===== src/rtl/fcs_pkg.sv =====
package fcs_pkg;

    // Commit sequencer states
    typedef enum logic [1:0] {
        KS_IDLE   = 2'd0,   // no request outstanding
        KS_ARMED  = 2'd1,   // request taken, waiting for window end
        KS_SETTLE = 2'd2    // value applied, flag held one more cycle
    } kick_state_t;

endpackage


===== src/rtl/fcs_regfile.sv =====
module fcs_regfile #(
    parameter int DATA_W     = 32,
    parameter int ADDR_W     = 4,
    parameter int FIELD_W    = 5,
    parameter int FIELD_LSB  = 8,
    parameter int KICK_BIT   = 31,
    parameter int ADDR_KICK  = 0,
    parameter int ADDR_SCALE = 1
) (
    input  logic              clk,
    input  logic              rst_n,
    input  logic              wr,
    input  logic [ADDR_W-1:0] addr,
    input  logic [DATA_W-1:0] wdata,
    input  logic              kick_busy,
    output logic [DATA_W-1:0] rdata,
    output logic [FIELD_W-1:0] shadow_field,
    output logic              kick_req
);

    localparam logic [ADDR_W-1:0] A_KICK  = ADDR_W'(ADDR_KICK);
    localparam logic [ADDR_W-1:0] A_SCALE = ADDR_W'(ADDR_SCALE);

    logic [FIELD_W-1:0] shadow_q;
    logic               hit_kick;
    logic               hit_scale;
    logic               wdata_unused;

    assign hit_kick     = (addr == A_KICK);
    assign hit_scale    = (addr == A_SCALE);
    assign wdata_unused = ^wdata;

    // pending rate value, kept apart from the applied one
    always_ff @(posedge clk) begin
        if (!rst_n) begin
            shadow_q <= '0;
        end else if (wr && hit_scale) begin
            shadow_q <= wdata[FIELD_LSB +: FIELD_W];
        end
    end

    // a request is only a write of 1 into the flag position
    assign kick_req     = wr && hit_kick && wdata[KICK_BIT];
    assign shadow_field = shadow_q;

    always_comb begin
        rdata = '0;
        if (hit_kick) begin
            rdata[KICK_BIT] = kick_busy;
        end else if (hit_scale) begin
            rdata[FIELD_LSB +: FIELD_W] = shadow_q;
        end
    end

endmodule


===== src/rtl/fcs_kick_fsm.sv =====
module fcs_kick_fsm
    import fcs_pkg::*;
(
    input  logic clk,
    input  logic rst_n,
    input  logic kick_req,
    input  logic window_last,
    output logic kick_busy,
    output logic commit
);

    kick_state_t state_q;
    kick_state_t state_d;

    // state register
    always_ff @(posedge clk) begin
        if (!rst_n) begin
            state_q <= KS_IDLE;
        end else begin
            state_q <= state_d;
        end
    end

    // transitions: requests outside IDLE are dropped
    always_comb begin
        state_d = state_q;
        unique case (state_q)
            KS_IDLE:   if (kick_req)    state_d = KS_ARMED;
            KS_ARMED:  if (window_last) state_d = KS_SETTLE;
            KS_SETTLE:                  state_d = KS_IDLE;
            default:                    state_d = KS_IDLE;
        endcase
    end

    // outputs
    always_comb begin
        kick_busy = 1'b0;
        commit    = 1'b0;
        unique case (state_q)
            KS_IDLE: begin
                kick_busy = 1'b0;
            end
            KS_ARMED: begin
                kick_busy = 1'b1;
                commit    = window_last;
            end
            KS_SETTLE: begin
                kick_busy = 1'b1;
            end
            default: begin
                kick_busy = 1'b0;
            end
        endcase
    end

endmodule


===== src/rtl/fcs_pulse_gen.sv =====
module fcs_pulse_gen #(
    parameter int FIELD_W = 5
) (
    input  logic               clk,
    input  logic               rst_n,
    input  logic               commit,
    input  logic [FIELD_W-1:0] new_field,
    output logic               clk_en,
    output logic               window_last,
    output logic [FIELD_W-1:0] active_field
);

    localparam int WIN   = 1 << FIELD_W;
    localparam int ACC_W = FIELD_W + 2;
    localparam logic [ACC_W-1:0] WIN_A = ACC_W'(WIN);

    logic [FIELD_W-1:0] phase_q;
    logic [FIELD_W-1:0] act_q;
    logic [FIELD_W-1:0] acc_q;
    logic [ACC_W-1:0]   mult;
    logic [ACC_W-1:0]   sum;
    logic               fire;
    logic [FIELD_W-1:0] acc_d;

    // window position
    always_ff @(posedge clk) begin
        if (!rst_n) begin
            phase_q <= '0;
        end else begin
            phase_q <= phase_q + 1'b1;
        end
    end

    assign window_last = (phase_q == FIELD_W'(WIN - 1));

    // applied rate value, only ever replaced at a window end
    always_ff @(posedge clk) begin
        if (!rst_n) begin
            act_q <= '0;
        end else if (commit && window_last) begin
            act_q <= new_field;
        end
    end

    // pulse swallowing accumulator
    assign mult  = WIN_A - ACC_W'(act_q);
    assign sum   = ACC_W'(acc_q) + mult;
    assign fire  = (sum >= WIN_A);
    assign acc_d = fire ? FIELD_W'(sum - WIN_A) : FIELD_W'(sum);

    always_ff @(posedge clk) begin
        if (!rst_n) begin
            acc_q <= '0;
        end else if (window_last) begin
            acc_q <= '0;
        end else begin
            acc_q <= acc_d;
        end
    end

    assign clk_en       = fire;
    assign active_field = act_q;

endmodule


===== src/rtl/frac_clk_scaler.sv =====
module frac_clk_scaler #(
    parameter int DATA_W     = 32,
    parameter int ADDR_W     = 4,
    parameter int FIELD_W    = 5,
    parameter int FIELD_LSB  = 8,
    parameter int KICK_BIT   = 31,
    parameter int ADDR_KICK  = 0,
    parameter int ADDR_SCALE = 1
) (
    input  logic              clk,
    input  logic              rst_n,
    input  logic              reg_wr,
    input  logic [ADDR_W-1:0] reg_addr,
    input  logic [DATA_W-1:0] reg_wdata,
    output logic [DATA_W-1:0] reg_rdata,
    output logic              clk_en
);

    logic [FIELD_W-1:0] shadow_field;
    logic [FIELD_W-1:0] act_field;
    logic               kick_req;
    logic               kick_busy;
    logic               commit;
    logic               win_last;

    fcs_regfile #(
        .DATA_W     (DATA_W),
        .ADDR_W     (ADDR_W),
        .FIELD_W    (FIELD_W),
        .FIELD_LSB  (FIELD_LSB),
        .KICK_BIT   (KICK_BIT),
        .ADDR_KICK  (ADDR_KICK),
        .ADDR_SCALE (ADDR_SCALE)
    ) u_regs (
        .clk          (clk),
        .rst_n        (rst_n),
        .wr           (reg_wr),
        .addr         (reg_addr),
        .wdata        (reg_wdata),
        .kick_busy    (kick_busy),
        .rdata        (reg_rdata),
        .shadow_field (shadow_field),
        .kick_req     (kick_req)
    );

    fcs_kick_fsm u_seq (
        .clk         (clk),
        .rst_n       (rst_n),
        .kick_req    (kick_req),
        .window_last (win_last),
        .kick_busy   (kick_busy),
        .commit      (commit)
    );

    fcs_pulse_gen #(
        .FIELD_W (FIELD_W)
    ) u_pulse (
        .clk          (clk),
        .rst_n        (rst_n),
        .commit       (commit),
        .new_field    (shadow_field),
        .clk_en       (clk_en),
        .window_last  (win_last),
        .active_field (act_field)
    );

endmodule


===== config.mk =====
export PLATFORM = sky130hd
export DESIGN_NAME = frac_clk_scaler
export DESIGN_NICKNAME = d
export VERILOG_FILES = /design/src/rtl/fcs_pkg.sv /design/src/rtl/fcs_regfile.sv /design/src/rtl/fcs_kick_fsm.sv /design/src/rtl/fcs_pulse_gen.sv /design/src/rtl/frac_clk_scaler.sv
export SDC_FILE = /design/constraint.sdc
export NUM_CORES = 1
export LEC_CHECK = 0
export BUFFER_PORTS_ARGS = -buffer_cell sky130_fd_sc_hd__buf_4
export CAP_MARGIN = 20
export CORE_MARGIN = 10
export CORE_UTILIZATION = 40
export DETAILED_ROUTE_END_ITERATION = 12
export GPL_ROUTABILITY_DRIVEN = 0
export GPL_TIMING_DRIVEN = 0
export PLACE_DENSITY = 0.74
export SKIP_LAST_GASP = 1
export SLEW_MARGIN = 20
export SYNTH_ARGS = -nofsm -noshare
export SYNTH_HDL_FRONTEND = slang
export SYNTH_HIERARCHICAL = 1
export SYNTH_SLANG_ARGS = --single-unit

===== constraint.sdc =====
create_clock -name clk -period 1.65 [get_ports clk]
set_input_delay 0.2475 -clock clk [delete_from_list [all_inputs] [get_ports clk]]
set_output_delay 0.2475 -clock clk [all_outputs]
set_load 0.01 [all_outputs]

==> metrics.cfg, run 1 <==
[floorplanning]
coreArea_sq_mm = 0.00310
die_y_um = 77.4
io_pins = 72
die_x_um = 77.4
initial_core_util_pct = 42.5
die-area_sq_mm = 0.00600
rows = 20

[flow_run]
maxCapViolCount = 0

[sta]
hold_ws_ns = 0.187
hold_violations = 0
worst_slack_ns = 0.0134
drv_slew = 0
setup_violations = 0
period_needed_ns = 1.64
skew_ns = 0.00288
rsz0062_at_grt = true
fin_crit_sh_pct = 99.2
max_freq_mhz = 611

[placement]
numPortBuffers = 19
dp_cells = 237
preCtsSetupSlack_ns = -0.105
dp_hpwl_um = 1920
placed_area_sq_mm = 0.00161

[setup_path]
crit_required_ns = 1.40
setup.worst_path.end_class = output port
cp-start-kind = flip-flop
cpMaxStageDelayCell = dfxtp_2
worstPathArrival_ns = 1.39
cpPeakStageDelay_ns = 0.35
worstPathCellList = inv_2 > ha_4 > o21ai_4 > a21oi_4 > o21ai_2 > nand2b_1 > buf_6
cp_max_fo = 3
path_class = flip-flop to output port

[synthesis]
synth_edf_count = 0
synth_most_common_cell = buf_4
yosys_warnings = 6
syn_inst = 149
yosys.cell_types.count = 31
synth_seq_cells = 22
synth_top_cells_by_count = buf_4, dfxtp_1, nand2_1, ha_1, inv_1
syn_area_per_cell_sq_um = 8.86
synth.area.top_cells = dfxtp_1, buf_4, ha_1, nand2_1, mux2i_1
synth.top_cell.area_share_pct = 33.4
synth_top_area_cell = dfxtp_1
ys.flop_type = dfxtp_1
ys_seq_area_share_pct = 33.4
async_flop_share_pct = 0
synth_area_sq_mm = 0.00132

[clock_network]
clkLatencyLatePin_ns = 0.30
htreeDepth = 1
cts_buffers = 3
clk_pin_slew_ns = 0.11
cts_tree = built
cts-root-buf = clkbuf_4
clock_path_buffers = 2
ctsHoldBuffers = 0
cts.sinks = 22

[final_layout]
stdcell_area_sq_mm = 0.00179
antenna_cells = 0
areaGrowthSynthToFinish_pct = 35.7
instances_no_fill = 245
layout-drive-gt1-share_pct = 41.8
fin_nets = 252
fillers = 305

[global_routing]
grt_pass1_vias = 919
grt_max_degree = 13
antenna_found_initial = 0
grt_pass1_wl_um = 3830
grt.total_usage_pct = 7.42
gr-total-overflow = 0

[pwr]
ir_worst_vdd_v = 0.000292
power_density_mw_per_mm2 = 538
p_total_uw = 964
p_leak_nw = 0.880

[route]
vias_per_cell = 3.91
num_vias = 957
drc = 0
dr.pass1.iters = 4
routed_wl_um = 2360
drtIter0Drc = 38
wl_per_cell_um = 9.62
ant_nets = 0

[worst_hold_path]
hold_class = primary input to flip-flop

[outcome]
outcome = finished, final reports clean

-- what timing repair did --
item                       4_1_cts  5_1_grt
setup endpoints to repair        6        7
hold endpoints to repair         0        0
resized for setup               16       15
pin swaps                        4        5
buffers inserted                 2        2
-- placed cells by master, fill, tap and decap left out, types with 3 or more instances in the layout --
cell / count
buf_4: 48
mux2i_1: 6
dfxtp_2: 6
nor2_1: 6
clkbuf_4: 3
inv_1: 7
ha_4: 4
and2_1: 5
conb_1: 26
nand2_1: 17
a21boi_0: 3
nand3_1: 6
and2_2: 5
ha_1: 6
dfxtp_1: 16
inv_2: 3
-- final timing paths --
path | end | slack, ns | start | depth (start not counted)
worst max-delay path | clk_en | 0.01 | u_pulse/active_field[3]$_SDFFE_PN0P_ | 7
worst min-delay path | u_regs/shadow_field[4]$_SDFFE_PN0P_ | 0.19 | reg_wdata[12] | 3
worst max register to register | u_pulse/acc_q[4]$_SDFF_PP0_ | 0.13 | u_pulse/acc_q[0]$_SDFF_PP0_ | 8
worst min register to register | u_pulse/phase_q[0]$_SDFF_PN0_ | 0.46 | u_pulse/phase_q[0]$_SDFF_PN0_ | 1
-- state kept, by name, summed over array words and instances, names as in the netlist --
signal                flops
u_pulse/acc_q             5
u_pulse/active_field      5
u_pulse/phase_q           5
u_regs/shadow_field       5
u_seq/state_q             2
-- per-stage QoR --
step	utilization, %	setup TNS [ns]
after floorplan	-	0
after global placement	51.9	-0.361
after detailed placement	51.9	-0.492
after CTS	55.7	-0.0570
after global routing	57.7	-0.0705
final	57.7	0
-- kinds of logic after synthesis --
logic type,Yosys count,share of synthesized area [%]
other,1,0.284
adders and majority gates,11,11.0
muxes,6,4.55
buffers and inverters,38,18.2
DFF,22,33.4
AOI/OAI and AO/OA,14,7.39
and+or+nand+nor,53,22.6
xor gates and xnor gates,4,2.65
-- power by group --
group / internal [mW] / total (mW) / switching [mW]
logic: 0.0741 / 0.136 / 0.0624
clock network: 0.135 / 0.284 / 0.149
registers: 0.539 / 0.544 / 0.00519
total: 0.747 / 0.964 / 0.217
-- layer usage --
metal | GRT usage [%] | vias to the layer above | wire [um]
li1 | - | 530 | -
met5 | 0 | - | 0
met4 | 3.83 | 0 | 10
met1 | 8.11 | 397 | 1110
met3 | 2.76 | 2 | 168
met2 | 12.3 | 28 | 1070
-- cell type report --
cell class | instances | area, sq um | area share (%)
clock buffers | 4 | 36.3 | 2.03
plain buffers | 28 | 203 | 11.3
multi-input cells | 114 | 836 | 46.6
repair buffers | 23 | 176 | 9.85
inverters | 10 | 37.5 | 2.09
well taps | 44 | 55.1 | 3.07
flip-flops and latches | 22 | 448 | 25.0
-- critical path: cells and delay by family (launching register included) --
family / cells / cell delay, ns
AOI/OAI and AO/OA: 3 / 0.24
adders and majority gates: 1 / 0.28
buffers and inverters: 2 / 0.14
DFF: 1 / 0.35
and+or+nand+nor: 1 / 0.08
Power figures use the tool's default switching activity.
==> run 2, diff against run 1 <==
--- a/config.mk
+++ b/config.mk
@@ -8,14 +8,12 @@
 export BUFFER_PORTS_ARGS = -buffer_cell sky130_fd_sc_hd__buf_4
 export CAP_MARGIN = 20
 export CORE_MARGIN = 10
-export CORE_UTILIZATION = 40
+export CORE_UTILIZATION = 39
 export DETAILED_ROUTE_END_ITERATION = 12
 export GPL_ROUTABILITY_DRIVEN = 0
 export GPL_TIMING_DRIVEN = 0
 export PLACE_DENSITY = 0.74
 export SKIP_LAST_GASP = 1
-export SLEW_MARGIN = 20
 export SYNTH_ARGS = -nofsm -noshare
 export SYNTH_HDL_FRONTEND = slang
-export SYNTH_HIERARCHICAL = 1
 export SYNTH_SLANG_ARGS = --single-unit
==> metrics.cfg, run 2 <==
[synthesis]
synth_top_cells_by_count = buf_4, dfxtp_1, nand2_1, nand3_1, ha_1  ; was buf_4, dfxtp_1, nand2_1, ha_1, inv_1
synth_top_family_by_area = simple AND/OR/NAND/NOR gates  ; unchanged
yosys_warnings = 0  ; was 6
synth.top_cell.area_share_pct = 35.7  ; was 33.4%
synth_xor_area_share_pct = 2.13  ; was 2.65%
synth_edf_count = 0  ; unchanged
syn_area_per_cell_sq_um = 8.51  ; was 8.86 sq um
synthSimpleGateAreaFrac_pct = 20.2  ; was 22.6%
synth_most_common_cell = buf_4  ; unchanged
synth_seq_cells = 22  ; unchanged
synthMuxAreaShare_pct = 0.913  ; was 4.55%
yosys.cell_types.count = 25  ; was 31
ys_seq_area_share_pct = 35.7  ; was 33.4%
synth_area_sq_mm = 0.00123  ; was 0.00132 sq mm
async_flop_share_pct = 0  ; unchanged
synth-compound-area-share_pct = 11.2  ; was 7.39%
ys.flop_type = dfxtp_1  ; unchanged
syn_inst = 145  ; was 149
synth.area.top_cells = dfxtp_1, buf_4, ha_1, nand3_1, nand2_1  ; was dfxtp_1, buf_4, ha_1, nand2_1, mux2i_1
yosys.area_share.adder_pct = 10.1  ; was 11.0%
synth_top_area_cell = dfxtp_1  ; unchanged

[outcome]
outcome = complete, but fails checks  ; was finished, final reports clean
violations = negative setup slack

[sta]
hold_violations = 0  ; unchanged
worst_slack_ns = -0.0360  ; was 0.0134 ns
skew_ns = 0.00113  ; was 0.00288 ns
drv_slew = 0  ; unchanged
setup_violations = 1  ; was 0
max_freq_mhz = 593  ; was 611 MHz
fin_crit_sh_pct = 102  ; was 99.2%
period_needed_ns = 1.69  ; was 1.64 ns
rsz0062_at_grt = true  ; unchanged

[route]
num_vias = 1000  ; was 957
vias_per_cell = 4.17  ; was 3.91
drtIter0Drc = 50  ; was 38
wl_per_cell_um = 10.6  ; was 9.62 um
routed_wl_um = 2550  ; was 2360 um
dr.pass1.iters = 4  ; unchanged
ant_nets = 0  ; unchanged
drc = 0  ; unchanged

[final_layout]
layout_common_cells = buf_4, conb_1, dfxtp_1  ; was buf_4, conb_1, nand2_1
final_common_cell = buf_4  ; unchanged
final_core_util_pct = 54.2  ; was 57.7%
fillers = 303  ; was 305
stdcell_area_sq_mm = 0.00166  ; was 0.00179 sq mm
areaGrowthSynthToFinish_pct = 34.2  ; was 35.7%
fin_nets = 247  ; was 252
regArea_sq_um = 447  ; was 448 sq um
antenna_cells = 0  ; unchanged
instances_no_fill = 240  ; was 245
multiInputGateArea_sq_um = 718  ; was 836 sq um
layout-drive-gt1-share_pct = 35.7  ; was 41.8%

[clock_network]
clk_pin_slew_ns = 0.11  ; about the same
clock_path_buffers = 2  ; unchanged
clkLatencyLatePin_ns = 0.30  ; about the same
cts.sinks = 22  ; unchanged
cts_buffers = 3  ; unchanged
cts_tree = built  ; unchanged
htreeDepth = 1  ; unchanged
ctsHoldBuffers = 0  ; unchanged
cts-root-buf = clkbuf_4  ; unchanged

[global_routing]
grt_pass1_wl_um = 4450  ; was 3830 um
grt_max_degree = 12  ; was 13
grt_pass1_vias = 981  ; was 919
gr-total-overflow = 0  ; unchanged
antenna_found_initial = 0  ; unchanged
grt.total_usage_pct = 8.85  ; was 7.42%

[floorplanning]
die_y_um = 76.2  ; was 77.4 um
io_pins = 72  ; unchanged
initial_core_util_pct = 40.4  ; was 42.5%
rows = 20  ; unchanged
die_x_um = 76.2  ; was 77.4 um
die-area_sq_mm = 0.00581  ; was 0.00600 sq mm
coreArea_sq_mm = 0.00305  ; was 0.00310 sq mm

[setup_path]
r2r_start = u_pulse.phase_q[0]$_SDFF_PN0_  ; was u_pulse/acc_q[0]$_SDFF_PP0_
reg2reg_depth = 7  ; was 8
r2r_slack_ns = 0.15  ; was 0.13 ns
path_class = flip-flop to output port  ; unchanged
cp-startpoint = u_pulse.active_field[1]$_SDFFE_PN0P_  ; was u_pulse/active_field[3]$_SDFFE_PN0P_
cpPeakStageDelay_ns = 0.35  ; about the same
crit_required_ns = 1.40  ; about the same
setup.worst_path.end_class = output port  ; unchanged
worstPathArrival_ns = 1.44  ; was 1.39 ns
cp_max_fo = 3  ; unchanged
cpMaxStageDelayCell = dfxtp_2  ; unchanged
cp-start-kind = flip-flop  ; unchanged
worstPathCellList = inv_2 > ha_4 > a21oi_4 > o21ai_2 > a21o_1 > buf_4  ; was inv_2 > ha_4 > o21ai_4 > a21oi_4 > o21ai_2 > nand2b_1 > buf_6

[flow_run]
maxCapViolCount = 0  ; unchanged

[worst_hold_path]
hold_class = primary input to flip-flop  ; unchanged
min_path_cells = 3  ; unchanged
min_from = reg_wdata[10]  ; was reg_wdata[12]

[pwr]
p_total_uw = 915  ; was 964 uW
power_density_mw_per_mm2 = 553  ; was 538 mW/mm^2
p_leak_nw = 0.768  ; was 0.880 nW
ir_worst_vdd_v = 0.000458  ; was 0.000292 V

[placement]
numPortBuffers = 19  ; unchanged
dp_cells = 233  ; was 237
placed_area_sq_mm = 0.00153  ; was 0.00161 sq mm
dp_hpwl_um = 2020  ; was 1920 um

-- run 2: changes by cell type in the layout (fill, tap and decap cells not counted), moves of 3 or more --
cell	delta
a21boi_0	-3
a21oi_1	+6
and2_1	-3
and2_2	-5
and3_1	+5
mux2i_1	-6
nand2_1	-5
nand3_1	+6
o21ai_0	+5
-- run 2: final cells by class --
type                            instances  share of cell area (%)
Tap cell                               44                    3.33
Clock buffer                            3                    1.36
Multi-Input combinational cell        110                    43.4
Inverter                               10                    2.27
Buffer                                 28                    12.2
Timing Repair Buffer                   23                    10.4
Sequential cell                        22                    27.0
-- run 2: worst paths after layout --
check	endpoint
hold / removal	u_regs.shadow_field[2]$_SDFFE_PN0P_
setup reg to reg	u_pulse.acc_q[4]$_SDFF_PP0_
hold reg to reg	u_pulse.phase_q[0]$_SDFF_PN0_
setup / recovery	clk_en
-- run 2: logic make-up (layout without fill, tap and decap cells) --
kind of cell / count (synthesis) / count (layout)
AND/OR/NAND/NOR: 48 / 48
buffers and inverters: 38 / 64
AO/OA/AOI/OAI: 22 / 22
flip-flops: 22 / 22
adder cells (fa/ha/maj): 10 / 10
XOR/XNOR: 3 / 3
other: 1 / 26
multiplexers: 1 / 1
-- run 2: critical path: cells and delay by family (launching register included) --
| kind | cells | cell delay, ns |
|---|---|---|
| fa+ha+maj | 1 | 0.22 |
| compound gates | 3 | 0.39 |
| flops | 1 | 0.35 |
| buf+inv | 2 | 0.18 |
-- run 2: per-stage QoR --
stage                     setup TNS [ns]  setup WS [ns]  hold WS [ns]
after CTS                        -0.0361        -0.0361         0.176
after floorplan                        0          0.138         0.387
after global routing              -0.115         -0.115         0.187
final                            -0.0360        -0.0360         0.183
after detailed placement         -0.0294        -0.0294         0.443
after global placement           -0.0251        -0.0192         0.436
-- run 2: power by group --
group          leakage [nW]  switching (mW)  internal, mW
logic                 0.575          0.0646        0.0702
clock network        0.0138           0.150        0.0852
registers             0.180         0.00522         0.539
total                 0.768           0.220         0.695
-- run 2: layer usage --
layer  global-route usage, %  up-vias  part of all wire (%)
met4                    3.35        0                   1.6
met3                    3.30        5                   8.0
li1                        -      537                     -
met2                    15.7       27                    49
met1                    9.21      431                    41
met5                       0        -                     0
-- run 2: timing repair --
item	CTS	global route
setup buffers	4	0
pin swaps	6	1
gates resized for setup	13	4
endpoints found under the setup margin	2	3
